--- config.mk ---
export PLATFORM = sky130hd
export DESIGN_NAME = strobe_bank_decoder
export DESIGN_NICKNAME = d
export VERILOG_FILES = /design/src/rtl/strobe_dec_pkg.sv /design/src/rtl/strobe_ctl.sv /design/src/rtl/strobe_dp.sv /design/src/rtl/strobe_bank_decoder.sv
export SDC_FILE = /design/constraint.sdc
export NUM_CORES = 1
export LEC_CHECK = 0
export BUFFER_PORTS_ARGS = -buffer_cell sky130_fd_sc_hd__buf_4
export CAP_MARGIN = 20
export CORE_AREA = 2 2 39 41
export DETAILED_ROUTE_END_ITERATION = 8
export DIE_AREA = 0 0 41 43
export SETUP_SLACK_MARGIN = 0.05
export SLEW_MARGIN = 40
export SYNTH_ARGS = -nofsm -noshare
export SYNTH_HDL_FRONTEND = slang
export SYNTH_SLANG_ARGS = --single-unit
--- constraint.sdc ---
create_clock -name clk -period 1.35 [get_ports clk]
set_clock_uncertainty 0.15 [all_clocks]
set_input_delay 0.405 -clock clk [delete_from_list [all_inputs] [get_ports clk]]
set_output_delay 0.405 -clock clk [all_outputs]
set_load 0.01 [all_outputs]
--- src/rtl/strobe_dec_pkg.sv ---
package strobe_dec_pkg;
  // Strobe commands passed from control to datapath
  typedef struct packed {
    logic rasAll;   // refresh: every row strobe enabled
    logic rasSel;   // access: only decoded banks enabled
    logic casGate;  // column strobe may follow its request
  } strobeCtl_t;
endpackage

--- src/rtl/strobe_ctl.sv ---
module strobe_ctl
  import strobe_dec_pkg::*;
(
  input  logic       refreshActive,
  input  logic       chipSelN,
  input  logic       rowColSel,
  output strobeCtl_t ctl
);
  logic accessOn;

  // Refresh wins over access; chip select gates accesses only
  assign accessOn    = !refreshActive && !chipSelN;
  assign ctl.rasAll  = refreshActive;
  assign ctl.rasSel  = accessOn;
  assign ctl.casGate = accessOn && !rowColSel;
endmodule

--- src/rtl/strobe_dp.sv ---
module strobe_dp
  import strobe_dec_pkg::*;
#(
  parameter int NUM_BANKS = 4,
  parameter int BANK_W    = $clog2(NUM_BANKS)
) (
  input  logic                 clk,
  input  logic                 rstN,
  input  strobeCtl_t           ctl,
  input  logic                 rasInN,
  input  logic                 casInN,
  input  logic                 weInN,
  input  logic [BANK_W-1:0]    bankSel,
  input  logic                 addrStrobe,
  input  logic                 pairedMode,
  output logic [NUM_BANKS-1:0] rasOutN,
  output logic                 casOutN,
  output logic                 weOutN
);
  logic [BANK_W-1:0]    bankHeld;
  logic [BANK_W-1:0]    effBank;
  logic [NUM_BANKS-1:0] bankHit;
  logic [NUM_BANKS-1:0] rasNext;
  logic                 casNext;

  // Fall-through bank latch: transparent while the strobe is high
  always_ff @(posedge clk or negedge rstN) begin
    if (!rstN)           bankHeld <= '0;
    else if (addrStrobe) bankHeld <= bankSel;
  end

  assign effBank = addrStrobe ? bankSel : bankHeld;

  for (genvar i = 0; i < NUM_BANKS; i++) begin : g_bank
    localparam logic [BANK_W-1:0] IDX = BANK_W'(i);
    // Paired mode compares only the top bank bit
    assign bankHit[i] = pairedMode ? (IDX[BANK_W-1] == effBank[BANK_W-1])
                                   : (IDX == effBank);
    assign rasNext[i] = rasInN | ~(ctl.rasAll | (ctl.rasSel & bankHit[i]));
  end

  assign casNext = casInN | ~ctl.casGate;

  always_ff @(posedge clk or negedge rstN) begin
    if (!rstN) begin
      rasOutN <= '1;
      casOutN <= 1'b1;
      weOutN  <= 1'b1;
    end else begin
      rasOutN <= rasNext;
      casOutN <= casNext;
      weOutN  <= weInN;
    end
  end
endmodule

--- src/rtl/strobe_bank_decoder.sv ---
module strobe_bank_decoder
  import strobe_dec_pkg::*;
(
  input  logic       clk,
  input  logic       rstN,
  input  logic       rasInN,
  input  logic       casInN,
  input  logic       rowColSel,
  input  logic       chipSelN,
  input  logic [1:0] bankSel,
  input  logic       addrStrobe,
  input  logic       refreshActive,
  input  logic       pairedMode,
  input  logic       weInN,
  output logic [3:0] rasOutN,
  output logic       casOutN,
  output logic       weOutN
);
  localparam int NUM_BANKS = 4;
  localparam int BANK_W    = $clog2(NUM_BANKS);

  strobeCtl_t ctl;

  strobe_ctl u_ctl (
    .refreshActive(refreshActive),
    .chipSelN     (chipSelN),
    .rowColSel    (rowColSel),
    .ctl          (ctl)
  );

  strobe_dp #(.NUM_BANKS(NUM_BANKS), .BANK_W(BANK_W)) u_dp (
    .clk       (clk),
    .rstN      (rstN),
    .ctl       (ctl),
    .rasInN    (rasInN),
    .casInN    (casInN),
    .weInN     (weInN),
    .bankSel   (bankSel),
    .addrStrobe(addrStrobe),
    .pairedMode(pairedMode),
    .rasOutN   (rasOutN),
    .casOutN   (casOutN),
    .weOutN    (weOutN)
  );
endmodule

# [After elaboration in Yosys (flattened, before gate mapping)]
# Index checks and enable logic that the tools add are counted.
[classes] n_eq_ne=3 mux=5 bitwise=19 reduce_logical=6
[op_table] cell="1-bit OR" n=9
[op_table] cell="1-bit inverter" n=6
[op_table] cell="1-bit AND" n=4
[op_table] cell="2-bit equality test, first input constant" n=2
[op_table] cell="1-bit 2-to-1 mux" n=4
[op_table] cell="1-bit zero test" n=3
[op_table] cell="1-bit by 2-bit equality test with 1-bit output, first input constant" n=1
[op_table] cell="1-bit logical AND" n=2
[op_table] cell="2-bit zero test" n=1
[op_table] cell="2-bit 2-to-1 mux" n=1
[word_totals] regBits=8 inputBits=12 out_inout_bits=6 word_cells=37

# [Longest topological paths before layout]
# Gate-level depths: netlist of the first run.
[logic_depth] word_depth=7 mapped_depth=3 mapped_depth_nobuf=3

# [By module]
# From an unflattened synthesis of the first run, not the netlist that was laid out.
[hier_totals] cells_unflattened=25 area_unflattened_um2=326.6
[modules_own_cells] module="strobe_dp" n_inst=1 cells_each=21 area_per_inst_um2=297.8 seq_area_each_um2=207.7
[modules_own_cells] module="strobe_ctl" n_inst=1 cells_each=4 area_per_inst_um2=28.8 seq_area_each_um2=0.0

# [Least setup slack after synthesis of the first run]
# OpenSTA, ideal clock, no wires.
[synth_timing] path_kind="input to register" startpoint="input port addrStrobe" endpoint="register u_dp.rasOutN[2]" setup_time_ps=73 t_arrival_ps=970 required_ps=1127 setup_slack_ps=157 stages=3 path_buffers=0 cell_sequence="mux2_4 > nor3b_2 > a21oi_1"
[synth_between] elab_chain_cells=7
[synth_lines] item="start, declared" line_no="strobe_bank_decoder.sv:11" rtl="input logic addrStrobe,"
[synth_lines] item="2-bit 2-to-1 mux (*)" line_no="strobe_dp.sv:32" rtl="assign effBank = addrStrobe ? bankSel : bankHeld;"
[synth_lines] item="2-bit equality test" line_no="strobe_dp.sv:38" rtl=": (IDX == effBank);"
[synth_lines] item="1-bit 2-to-1 mux (*)" line_no="strobe_dp.sv:37" rtl="assign bankHit[i] = pairedMode ? (IDX[BANK_W-1] == effBank[BANK_W-1])"
[synth_lines] item="1-bit AND (*)" line_no="strobe_dp.sv:39" rtl="assign rasNext[i] = rasInN | ~(ctl.rasAll | (ctl.rasSel & bankHit[i]));"
[synth_lines] item="1-bit OR (*)" line_no="strobe_dp.sv:39"
[synth_lines] item="1-bit inverter (*)" line_no="strobe_dp.sv:39"
[synth_lines] item="1-bit OR (*)" line_no="strobe_dp.sv:39"
[synth_lines] item="via u_dp.rasNext[2]" line_no="strobe_dp.sv:23" rtl="logic [NUM_BANKS-1:0] rasNext;"
[synth_lines] item="end signal, assigned" line_no="strobe_dp.sv:50" rtl="rasOutN <= rasNext;"
[synth_lines] item="end, declared" line_no="strobe_dp.sv:16" rtl="output logic [NUM_BANKS-1:0] rasOutN,"
# Mark *: on every way through the listed nets, which the timed path passes. The rest lies on a longest branch.

# [Worst setup path in the final report of the first run]
[layout_timing] startpoint="register u_dp.rasOutN[1]" endpoint="output port rasOutN[1]"
[layout_lines] item="end, declared" line_no="strobe_bank_decoder.sv:15" rtl="output logic [3:0] rasOutN,"
# No word-level cell between the ends.

==> results of run 1 <==
per-layer routing:
metal	track usage, %	vias to the layer above	share of wire [%]
li1	-	117	-
met1	9.33	96	43
met2	10.0	14	43
met3	6.81	0	13
met4	6.00	0	0
met5	0	-	0
flip-flops by register name (all words and copies together), names as in the netlist:
signal,flops
u_dp.bankHeld,2
u_dp.rasOutN,4
u_dp.weOutN,1
u_dp.casOutN,1
cells by family after synthesis:
group | synth area share, %
AOI/OAI and AO/OA | 6.64
and+or+nand+nor | 14.9
muxes | 8.30
DFF | 68.9
buffers and inverters | 1.24
per-stage QoR:
step	instance area, um^2	std cells	power (W)
after global routing	504	58	0.000575
after floorplan	302	21	0.000307
final	504	58	0.000543
after detailed placement	449	54	0.000361
after CTS	504	58	0.000548
after global placement	449	54	0.000360
worst max path at each step:
stage                      endpoint  slack (ps)  cells after the start
global placement    u_dp.rasOutN[0]         -30                      4
finish                   rasOutN[1]         -70                      1
detailed placement  u_dp.rasOutN[0]         -50                      4
global route             rasOutN[1]        -100                      1
CTS                      rasOutN[0]         -80                      1
floorplan           u_dp.rasOutN[2]         160                      3
timing repair:
| action | CTS | global route |
|---|---|---|
| resized for setup | 6 | 0 |
| hold buffers | 1 | 0 |
| hold endpoints to repair | 2 | 0 |
| setup endpoints to repair | 6 | 6 |
cell usage in the layout (no fill, tap or decap):
cell	synthesis	layout
sky130_fd_sc_hd__buf_4	0	11
sky130_fd_sc_hd__buf_6	0	6
sky130_fd_sc_hd__dfstp_2	6	6
sky130_fd_sc_hd__a21oi_1	4	4
sky130_fd_sc_hd__clkbuf_4	0	3
sky130_fd_sc_hd__dfrtp_1	2	2
sky130_fd_sc_hd__mux2_4	1	1
sky130_fd_sc_hd__mux2i_1	1	1
sky130_fd_sc_hd__inv_1	1	1
sky130_fd_sc_hd__or2_1	1	1
sky130_fd_sc_hd__nor3_1	1	1
sky130_fd_sc_hd__and2b_1	1	1
sky130_fd_sc_hd__nand2b_1	1	1
sky130_fd_sc_hd__nor3b_2	1	1
sky130_fd_sc_hd__or4_1	1	1
sky130_fd_sc_hd__dlygate4sd3_1	0	1
layout make-up:
type,instances,area (um^2)
sequential,8,208
multi-input combinational,12,90.1
fill,141,880
clock buffer,3,22.5
inverter,1,3.75
tap,16,20.0
timing repair buffer,18,160
power by group through the flow:
stage / sequential, W / combinational (W) / clock [W]
2_1_floorplan: 0.000282 / 0.0000249 / 0
3_3_place_gp: 0.000276 / 0.0000841 / 0
3_5_place_dp: 0.000275 / 0.0000855 / 0
4_1_cts: 0.000275 / 0.0000949 / 0.000178
5_1_grt: 0.000276 / 0.000103 / 0.000195
6_report: 0.000275 / 0.0000934 / 0.000174
==> results summary, run 1 <==
The run finished, with violations left. The final reports fail on setup timing. The critical hold path startpoint is weInN. The warning count from the yosys run came out at 0. The remaining number of nets flagged by the antenna check after routing came out at 0. The master cell of the clock root buffer is sky130_fd_sc_hd__clkbuf_4. STA classifies the critical path startpoint as a flop. The worst flop-to-flop path startpoint is u_dp.bankHeld[1]. The capture endpoint of the worst hold path is u_dp.weOutN. The fraction of final layout cells with drive strength greater than 1 is 66.7%.

The final worst-path cycle share is 105%. The final total negative setup slack is -368 ps. The initial core utilization is 21.8%. The share of the Yosys chip area taken by registers is 68.9%. The final count of negative-setup-slack endpoints came out at 6. In this run the number of H-tree levels came out at 1. The average cell area after synthesis is 14.4 um^2. The growth of design area from synthesis to finish is 67.2%.

The antenna cell count came out at 0. The delay contributed by the slowest stage of the critical path came out at 520 ps. The number of distinct library cells after synthesis is 12.

The number of DRC violations after detailed routing came out at 0. Sorting the synthesized cells by how often they occur yields sky130_fd_sc_hd__dfstp_2, sky130_fd_sc_hd__a21oi_1, sky130_fd_sc_hd__dfrtp_1. The first-pass GRT wire length came out at 897 um. Setup repair after global routing could not meet its margin everywhere. The sequential group share of total power came out at 50.7%. The register-to-register setup slack is 150 ps. The transition time of the tightest slew-check pin is 229 ps. Along the worst hold path, the cell count comes to 1. In the final design database the tool counted 56 nets. The post-synthesis cell count came out at 21.

The maximum fanout encountered on the critical timing path is 1. The register bit count reported by yosys came out at 8. The via count of the routed design came out at 227. The arrival time of the worst setup path is 860 ps. The die width is 41 um. Yosys mapped a number of flops with a built-in enable equal to 0.

The first-pass iteration count of the detailed router is 1. In this run the standard cell core region covers 1380 um^2. The clock-pin slew on the worst setup and hold paths is 50 ps. The via density per instance came out at 3.91. The worst relative slew slack came out at 84.3%.

The final core utilization is 36.4%. The wire length per cell after detailed routing came out at 9.34 um. The number of buffers and inverters on the critical path is 1.

The total grt overflow is 0. The number of nets in the synthesized netlist came out at 33. Walking the worst path, the cells encountered are buf_6.

The number of standard-cell rows in the floorplan came out at 14. The leakage component of the power came out at 0.232 nW. The count of pins over their slew limit came out at 0. The endpoint required time on the critical path is 800 ps. The clock latency reported for the late side of the worst-skew pair came out at 240 ps. The number of buffers inserted by post-CTS setup repair came out at 0. TritonCTS built the clock tree. The number of antenna violations at the first check in global routing is 0. The number of global-route vias before repair is 230.

The clock share of power is 32.1%. The critical path capture point type is an output port. The netlist area before placement is 302 um^2.

The largest net degree at the start of global routing came out at 9. The die span in y came out at 43 um. Tracing the worst setup path back leads to its startpoint at u_dp.rasOutN[1]. Max-cap violations in this run came to 0. The TritonCTS buffer count came out at 3. The total track usage is 8.32%. The total of buffers placed on input and output ports is 17. The min-delay analysis places its worst path in the category in -> reg. Among all flip-flop cells after synthesis, the most frequent one is sky130_fd_sc_hd__dfstp_2. The CTS sink count is 8.

The congestion estimate from routability-driven global placement came to 0.719. Of the total power, combinational logic draws 17.2%. The final-layout worst hold slack is 118 ps. The net switching power figure is 0.000115 W.

Timing would allow up to 706 MHz. The final-report hold violation count is 0. The fraction of registers with async set/reset came out at 100%. The worst path in the final design needs a cycle of 1420 ps, including I/O delays and setup.

The floorplan die area came out at 1760 um^2. Yosys attributes the largest share of cell area to sky130_fd_sc_hd__dfstp_2, sky130_fd_sc_hd__dfrtp_1, sky130_fd_sc_hd__a21oi_1, sky130_fd_sc_hd__mux2_4, sky130_fd_sc_hd__nor3b_2. The internal power consumption is 0.000427 W.

By startpoint and endpoint, the worst setup path is classified as reg -> out. The slowest stage of the critical path is the sky130_fd_sc_hd__dfstp_2 cell. The maximum vdd drop came out at 419 uV. The end of the worst register-to-register path is u_dp.rasOutN[0]. The post-detailed-routing wire length came out at 542 um.

No sink is reached through more buffers than the 2 on the longest clock path. Once routing completed, OpenROAD measured the worst setup slack at -66.3 ps. The leading cell type by number of instances after synthesis is sky130_fd_sc_hd__dfstp_2.

The first routing iteration left 0 violations. The count of boundary I/O pins is 18. The proportion of netlist area held by the largest area contributor is 52.3%. The synthesized design spends more area on one cell type than any other, namely sky130_fd_sc_hd__dfstp_2. In this run the power density over the cells is 1080 nW/um^2.

The gate family responsible for the most delay along the worst path is flip-flops. The pre-CTS setup slack is -54.4 ps. The switching power share of the total is 21.2%. The worst register-to-register path has a depth of 3.
Note: power is estimated with default switching activity, not from simulation.
==> run 2: changes to the inputs <==
--- a/config.mk
+++ b/config.mk
@@ -10,7 +10,7 @@
 export CORE_AREA = 2 2 39 41
 export DETAILED_ROUTE_END_ITERATION = 8
 export DIE_AREA = 0 0 41 43
-export SETUP_SLACK_MARGIN = 0.05
+export SETUP_SLACK_MARGIN = 0.15
 export SLEW_MARGIN = 40
 export SYNTH_ARGS = -nofsm -noshare
 export SYNTH_HDL_FRONTEND = slang
==> constraint.sdc (replaced) <==
create_clock -name clk -period 1.4 [get_ports clk]
set_clock_uncertainty 0.15 [all_clocks]
set_input_delay 0.42 -clock clk [delete_from_list [all_inputs] [get_ports clk]]
set_output_delay 0.42 -clock clk [all_outputs]
set_load 0.01 [all_outputs]
==> results summary, run 2 (same netlist as run 1, synthesis figures left out) <==
The area inside the core boundary came out at 1380 um^2 (unchanged). The number of DRC violations after detailed routing was 0 (unchanged). The number of flip-flops under the largest register name is 4 (unchanged). The pre-CTS setup slack came out at -19.4 ps (was -54.4 ps). The max-capacitance violation count is 0 (unchanged).

The via count of the routed design is 225 (was 227). The critical path startpoint category is a flop (unchanged). The total of buffers placed on input and output ports came out at 17 (unchanged). The post-placement cell count came out at 54 (unchanged). The cell count along the critical path is 1 (unchanged). The TritonCTS buffer count is 3 (unchanged).

The power density normalized to cell area came out at 1030 nW/um^2 (was 1080 nW/um^2). The final worst setup slack is -31.2 ps (was -66.3 ps). The largest net degree at the start of global routing came out at 9 (unchanged). The number of buffers on the longest clock path was 2 (unchanged). The fraction of final layout cells with drive strength greater than 1 is 69.0% (was 66.7%). The final count of negative-setup-slack endpoints is 6 (unchanged). The arrival time of the worst setup path is 860 ps (about the same). The switching power share of the total is 21.1% (was 21.2%). The clock share of power came out at 31.7% (was 32.1%).

The final-report hold violation count came out at 0 (unchanged). The endpoint required time on the critical path is 830 ps (was 800 ps). The time the final worst path needs with I/O delays and setup came out at 1430 ps. The hold-critical path depth came out at 1 (unchanged). The leakage component of the power came out at 0.233 nW (was 0.232 nW).

The gate family responsible for the most delay along the worst path is flip-flops (unchanged). The CTS tree is built (unchanged). The clock latency reported for the late side of the worst-skew pair was 240 ps (about the same). The net count of the finished layout is 56 (unchanged).

The maximum fanout encountered on the critical timing path is 1 (unchanged). The cell type of the slowest stage on the worst timing path is sky130_fd_sc_hd__dfstp_2 (unchanged). The most common cell after layout, fill and taps aside is sky130_fd_sc_hd__buf_4 (unchanged).

The antenna cell count is 0 (unchanged). The total grt overflow is 0 (unchanged). The first-pass iteration count of the detailed router came out at 1 (unchanged). The number of buffer and inverter stages on the critical path is 1 (unchanged). The growth of design area from synthesis to finish came out at 68.9% (was 67.2%). The final core utilization was 36.8% (was 36.4%). CP Cell Sequence: buf_6 (unchanged).

The number of antenna violations at the first check in global routing is 0 (unchanged). The kind of critical path was reg -> out (unchanged). The remaining number of nets flagged by the antenna check after routing was 0 (unchanged). The number of standard cells in the layout, taps in and fillers out came out at 58 (unchanged). The sequential group share of total power was 50.7% (about the same). The most flop-heavy register is u_dp.rasOutN (unchanged). The initial core utilization is 21.8% (unchanged). The maximum clock rate came out at 699 MHz. The delay contributed by the slowest stage of the critical path is 520 ps (about the same). The count of boundary I/O pins came out at 18 (unchanged). The count of routing violations after the opening detailed-route iteration came out at 0 (unchanged). Failing checks: setup timing (unchanged). The wire length per cell after detailed routing came to 9.38 um (was 9.34 um). The die width came out at 41 um (unchanged). The path class of the lowest-slack min-delay path is in -> reg (unchanged). The combinational fraction of design power is 17.5% (was 17.2%). The clock-pin slew on the worst setup and hold paths came out at 50 ps (about the same).

The number of buffers inserted by post-CTS setup repair is 0 (unchanged). Most frequent cells in the layout: sky130_fd_sc_hd__buf_4, sky130_fd_sc_hd__buf_6, sky130_fd_sc_hd__dfstp_2 (unchanged). Status: finished, violations left (unchanged). The deepest level of the CTS H-tree was 1 (unchanged). The number of standard-cell rows in the floorplan came out at 14 (unchanged). The maximum vdd drop is 404 uV (was 419 uV). The final estimated routing congestion in global placement is 0.719 (unchanged). The internal power consumption was 0.000413 W (was 0.000427 W). The number of cells traversed by the worst register-to-register path came out at 3 (unchanged).

The floorplan die area came out at 1760 um^2 (unchanged). The final worst-path cycle share came out at 102%. The worst relative slew slack came out at 84.3% (unchanged). The via density per instance is 3.88 (was 3.91). Setup repair after global routing missed its margin: true (unchanged). The post-detailed-routing wire length is 544 um (was 542 um).

The total track usage came out at 8.32% (unchanged). The CTS sink count came out at 8 (unchanged). The transition time of the tightest slew-check pin is 229 ps (unchanged). The master cell of the clock root buffer is sky130_fd_sc_hd__clkbuf_4 (unchanged). The first-pass GRT wire length was 897 um (unchanged). The net switching power figure is 0.000110 W (was 0.000115 W). The die span in y is 43 um (unchanged). The critical path capture point type is an output port (unchanged). The count of pins over their slew limit is 0 (unchanged). The final-layout worst hold slack is 133 ps (was 118 ps).

The number of global-route vias before repair is 230 (unchanged). Largest registers: u_dp.rasOutN x4, u_dp.bankHeld x2 (unchanged).
-- run 2: cell counts in the layout (fill, tap and decap cells not counted) --
Identical to the previous run, type by type.
-- run 2: stage by stage --
| stage | instance area (um^2) | power, W | setup TNS (ps) |
|---|---|---|---|
| after floorplan | 302 | 0.000296 | 0 |
| after global placement | 449 | 0.000347 | 0 |
| after detailed placement | 449 | 0.000348 | -21.1 |
| after CTS | 504 | 0.000529 | -203 |
| after global routing | 509 | 0.000556 | -343 |
| final | 509 | 0.000523 | -149 |
-- run 2: metal layers --
layer | share of wire, % | vias to the layer above | track usage (%)
li1 | - | 117 | -
met4 | 0 | 0 | 6.00
met2 | 43 | 14 | 10.0
met3 | 13 | 0 | 6.81
met5 | 0 | - | 0
met1 | 43 | 94 | 9.33
-- run 2: power groups by stage --
stage	combinational [W]	clock [W]	sequential [W]
floorplan	0.0000241	0	0.000272
global placement	0.0000811	0	0.000266
detailed placement	0.0000825	0	0.000266
CTS	0.0000915	0.000172	0.000265
global route	0.000102	0.000188	0.000267
finish	0.0000916	0.000166	0.000265
-- run 2: layout make-up --
type / instances / area (um^2)
well taps: 16 / 20.0
fillers: 140 / 875
repair buffers: 18 / 160
inverters: 1 / 3.75
clock buffers: 3 / 22.5
multi-input cells: 12 / 95.1
flip-flops and latches: 8 / 208
-- run 2: what timing repair did --
item,in CTS,in global routing
hold buffers,1,0
endpoints found under the hold margin,2,0
gates resized for setup,6,1
setup endpoints to repair,6,8
-- run 2: path summary, 6_finish.rpt --
kind	startpoint	to	slack (ps)
max	u_dp.rasOutN[1]	rasOutN[1]	-30
min	weInN	u_dp.weOutN	130
max reg2reg	u_dp.bankHeld[1]	u_dp.rasOutN[3]	220
min reg2reg	u_dp.bankHeld[1]	u_dp.bankHeld[1]	370
max in group asynchronous	rstN	u_dp.rasOutN[2]	510
min in group asynchronous	rstN	u_dp.bankHeld[0]	380
==> run 3: changes to the inputs <==
--- a/config.mk
+++ b/config.mk
@@ -10,7 +10,7 @@
 export CORE_AREA = 2 2 39 41
 export DETAILED_ROUTE_END_ITERATION = 8
 export DIE_AREA = 0 0 41 43
-export SETUP_SLACK_MARGIN = 0.15
+export SETUP_SLACK_MARGIN = 0.5
 export SLEW_MARGIN = 40
 export SYNTH_ARGS = -nofsm -noshare
 export SYNTH_HDL_FRONTEND = slang
==> results summary, run 3 (same netlist as run 1, synthesis figures left out) <==
The clock share of power is 31.7% (about the same). The endpoint required time on the critical path came to 830 ps (about the same). The final count of negative-setup-slack endpoints came to 6 (unchanged). The number of standard-cell rows in the floorplan was 14 (unchanged). The maximum vdd drop is 330 uV (was 404 uV).

The most common cell after layout, fill and taps aside is sky130_fd_sc_hd__buf_6 (was sky130_fd_sc_hd__buf_4). The number of buffer and inverter stages on the critical path came to 1 (unchanged). The growth of design area from synthesis to finish came out at 89.6% (was 68.9%).

The count of boundary I/O pins came out at 18 (unchanged). The max-capacitance violation count is 0 (unchanged). The total of buffers placed on input and output ports is 17 (unchanged). The die span in y came out at 43 um (unchanged).

The area inside the core boundary is 1380 um^2 (unchanged). The combinational fraction of design power is 20.7% (was 17.5%). The die width is 41 um (unchanged). The number of buffers on the longest clock path is 2 (unchanged).

The deepest level of the CTS H-tree is 1 (unchanged). The count of pins over their slew limit was 0 (unchanged). The wire length per cell after detailed routing is 9.49 um (was 9.38 um). The cell area after layout is 572 um^2 (was 509 um^2). Most frequent cells in the layout: sky130_fd_sc_hd__buf_6, sky130_fd_sc_hd__buf_4, sky130_fd_sc_hd__dfstp_2 (was sky130_fd_sc_hd__buf_4, sky130_fd_sc_hd__buf_6, sky130_fd_sc_hd__dfstp_2). The most flop-heavy register is u_dp.rasOutN (unchanged). The master cell of the clock root buffer was sky130_fd_sc_hd__clkbuf_4 (unchanged). The remaining number of nets flagged by the antenna check after routing came to 0 (unchanged). The switching power share of the total came out at 21.7% (was 21.1%). The CTS tree is built (unchanged). The post-detailed-routing wire length came to 560 um (was 544 um).

The fraction of final layout cells with drive strength greater than 1 was 81.4% (was 69.0%). The final worst-path cycle share came out at 102% (about the same). Failing checks: setup timing (unchanged). The path class of the lowest-slack min-delay path was in -> reg (unchanged). The worst relative slew slack came out at 86.3% (was 84.3%).

The number of global-route vias before repair came out at 260 (was 230). The number of antenna violations at the first check in global routing came out at 0 (unchanged). The total design power is 0.000558 W (was 0.000523 W). The cell type of the slowest stage on the worst timing path is sky130_fd_sc_hd__dfstp_2 (unchanged). The total track usage is 8.71% (was 8.32%). The antenna cell count came to 0 (unchanged).

The count of routing violations after the opening detailed-route iteration came out at 0 (unchanged). The sequential group share of total power came out at 47.6% (was 50.7%). The initial core utilization was 21.8% (unchanged). The number of flip-flops under the largest register name came out at 4 (unchanged). The leakage component of the power came to 0.248 nW (was 0.233 nW). The total grt overflow is 0 (unchanged). The maximum clock rate came out at 700 MHz (was 699 MHz). The largest net degree at the start of global routing is 9 (unchanged). The critical path startpoint category was a flop (unchanged). The TritonCTS buffer count is 3 (unchanged). The first-pass GRT wire length came to 979 um (was 897 um). The kind of critical path is reg -> out (unchanged).

The final worst setup slack came out at -27.8 ps (was -31.2 ps). The delay contributed by the slowest stage of the critical path came out at 520 ps (about the same). The number of buffers inserted by post-CTS setup repair came out at 0 (unchanged). Status: finished, violations left (unchanged). CP Cell Sequence: buf_6 (unchanged).

The power density normalized to cell area came to 976 nW/um^2 (was 1030 nW/um^2). The CTS sink count came out at 8 (unchanged). The first-pass iteration count of the detailed router came out at 1 (unchanged).

The time the final worst path needs with I/O delays and setup came out at 1430 ps (about the same). The transition time of the tightest slew-check pin is 205 ps (was 229 ps). The via count of the routed design is 237 (was 225). The internal power consumption is 0.000437 W (was 0.000413 W). The critical path capture point type is an output port (unchanged). The net switching power figure was 0.000121 W (was 0.000110 W). The clock latency reported for the late side of the worst-skew pair came to 240 ps (about the same). The gate family responsible for the most delay along the worst path was flip-flops (unchanged). The clock-pin slew on the worst setup and hold paths came out at 50 ps (about the same). The maximum fanout encountered on the critical timing path came out at 1 (unchanged). The final-report hold violation count was 0 (unchanged). The floorplan die area came to 1760 um^2 (unchanged). The net count of the finished layout came out at 56 (unchanged). The number of DRC violations after detailed routing came out at 0 (unchanged). Setup repair after global routing missed its margin: true (unchanged). The arrival time of the worst setup path came out at 860 ps (about the same). The post-detailed-placement cell area came out at 467 um^2 (was 449 um^2).

The final estimated routing congestion in global placement is 0.649 (was 0.719). The via density per instance is 4.02 (was 3.88). Largest registers: u_dp.rasOutN x4, u_dp.bankHeld x2 (unchanged).
## run 3: power groups by stage
stage	Sequential, W	Combinational [W]	Clock [W]
6_report	0.000265	0.000116	0.000177
2_1_floorplan	0.000273	0.0000287	0
5_1_grt	0.000267	0.000125	0.000206
3_3_place_gp	0.000266	0.0000887	0
3_5_place_dp	0.000267	0.0000900	0
4_1_cts	0.000266	0.000114	0.000187
## run 3: what timing repair did
item                                    in CTS  in global routing
hold buffers                                 1                  0
endpoints found under the setup margin      12                 16
pin swaps                                    1                  2
gates resized for setup                     14                  3
endpoints found under the hold margin        2                  0
## run 3: final cells by class
class                   instances  area (um^2)
fillers                       142          812
flip-flops and latches          8          208
repair buffers                 18          175
multi-input cells              12          139
clock buffers                   4         26.3
well taps                      16         20.0
inverters                       1         3.75
## run 3: layer usage
layer / share of wire [%] / vias up / track usage, %
li1: - / 117 / -
met1: 36 / 106 / 7.28
met2: 53 / 14 / 14.4
met3: 11 / 0 / 1.57
met4: 0 / 0 / 10.0
met5: 0 / - / 0
## run 3: per-stage QoR
stage	hold WS, ps	utilization, %	worst slack [ps]	instances	setup TNS (ps)
2_1_floorplan	-25.6	-	203	21	0
3_3_place_gp	89.2	33.7	-1.91	54	-1.91
3_5_place_dp	89.4	33.7	5.36	54	0
4_1_cts	124	40.5	-40.7	59	-210
5_1_grt	125	41.3	-67.3	59	-347
6_report	134	41.3	-27.8	59	-131
## run 3: final timing paths
kind                                   from          endpoint  slack (ps)  depth (start not counted)
min in group asynchronous              rstN  u_dp.bankHeld[0]         370                          2
max reg2reg                u_dp.bankHeld[1]   u_dp.rasOutN[3]         250                          3
min reg2reg                u_dp.bankHeld[0]  u_dp.bankHeld[0]         360                          2
max                         u_dp.rasOutN[2]        rasOutN[2]         -30                          1
max in group asynchronous              rstN       u_dp.weOutN         520                          2
min                                   weInN       u_dp.weOutN         130                          1
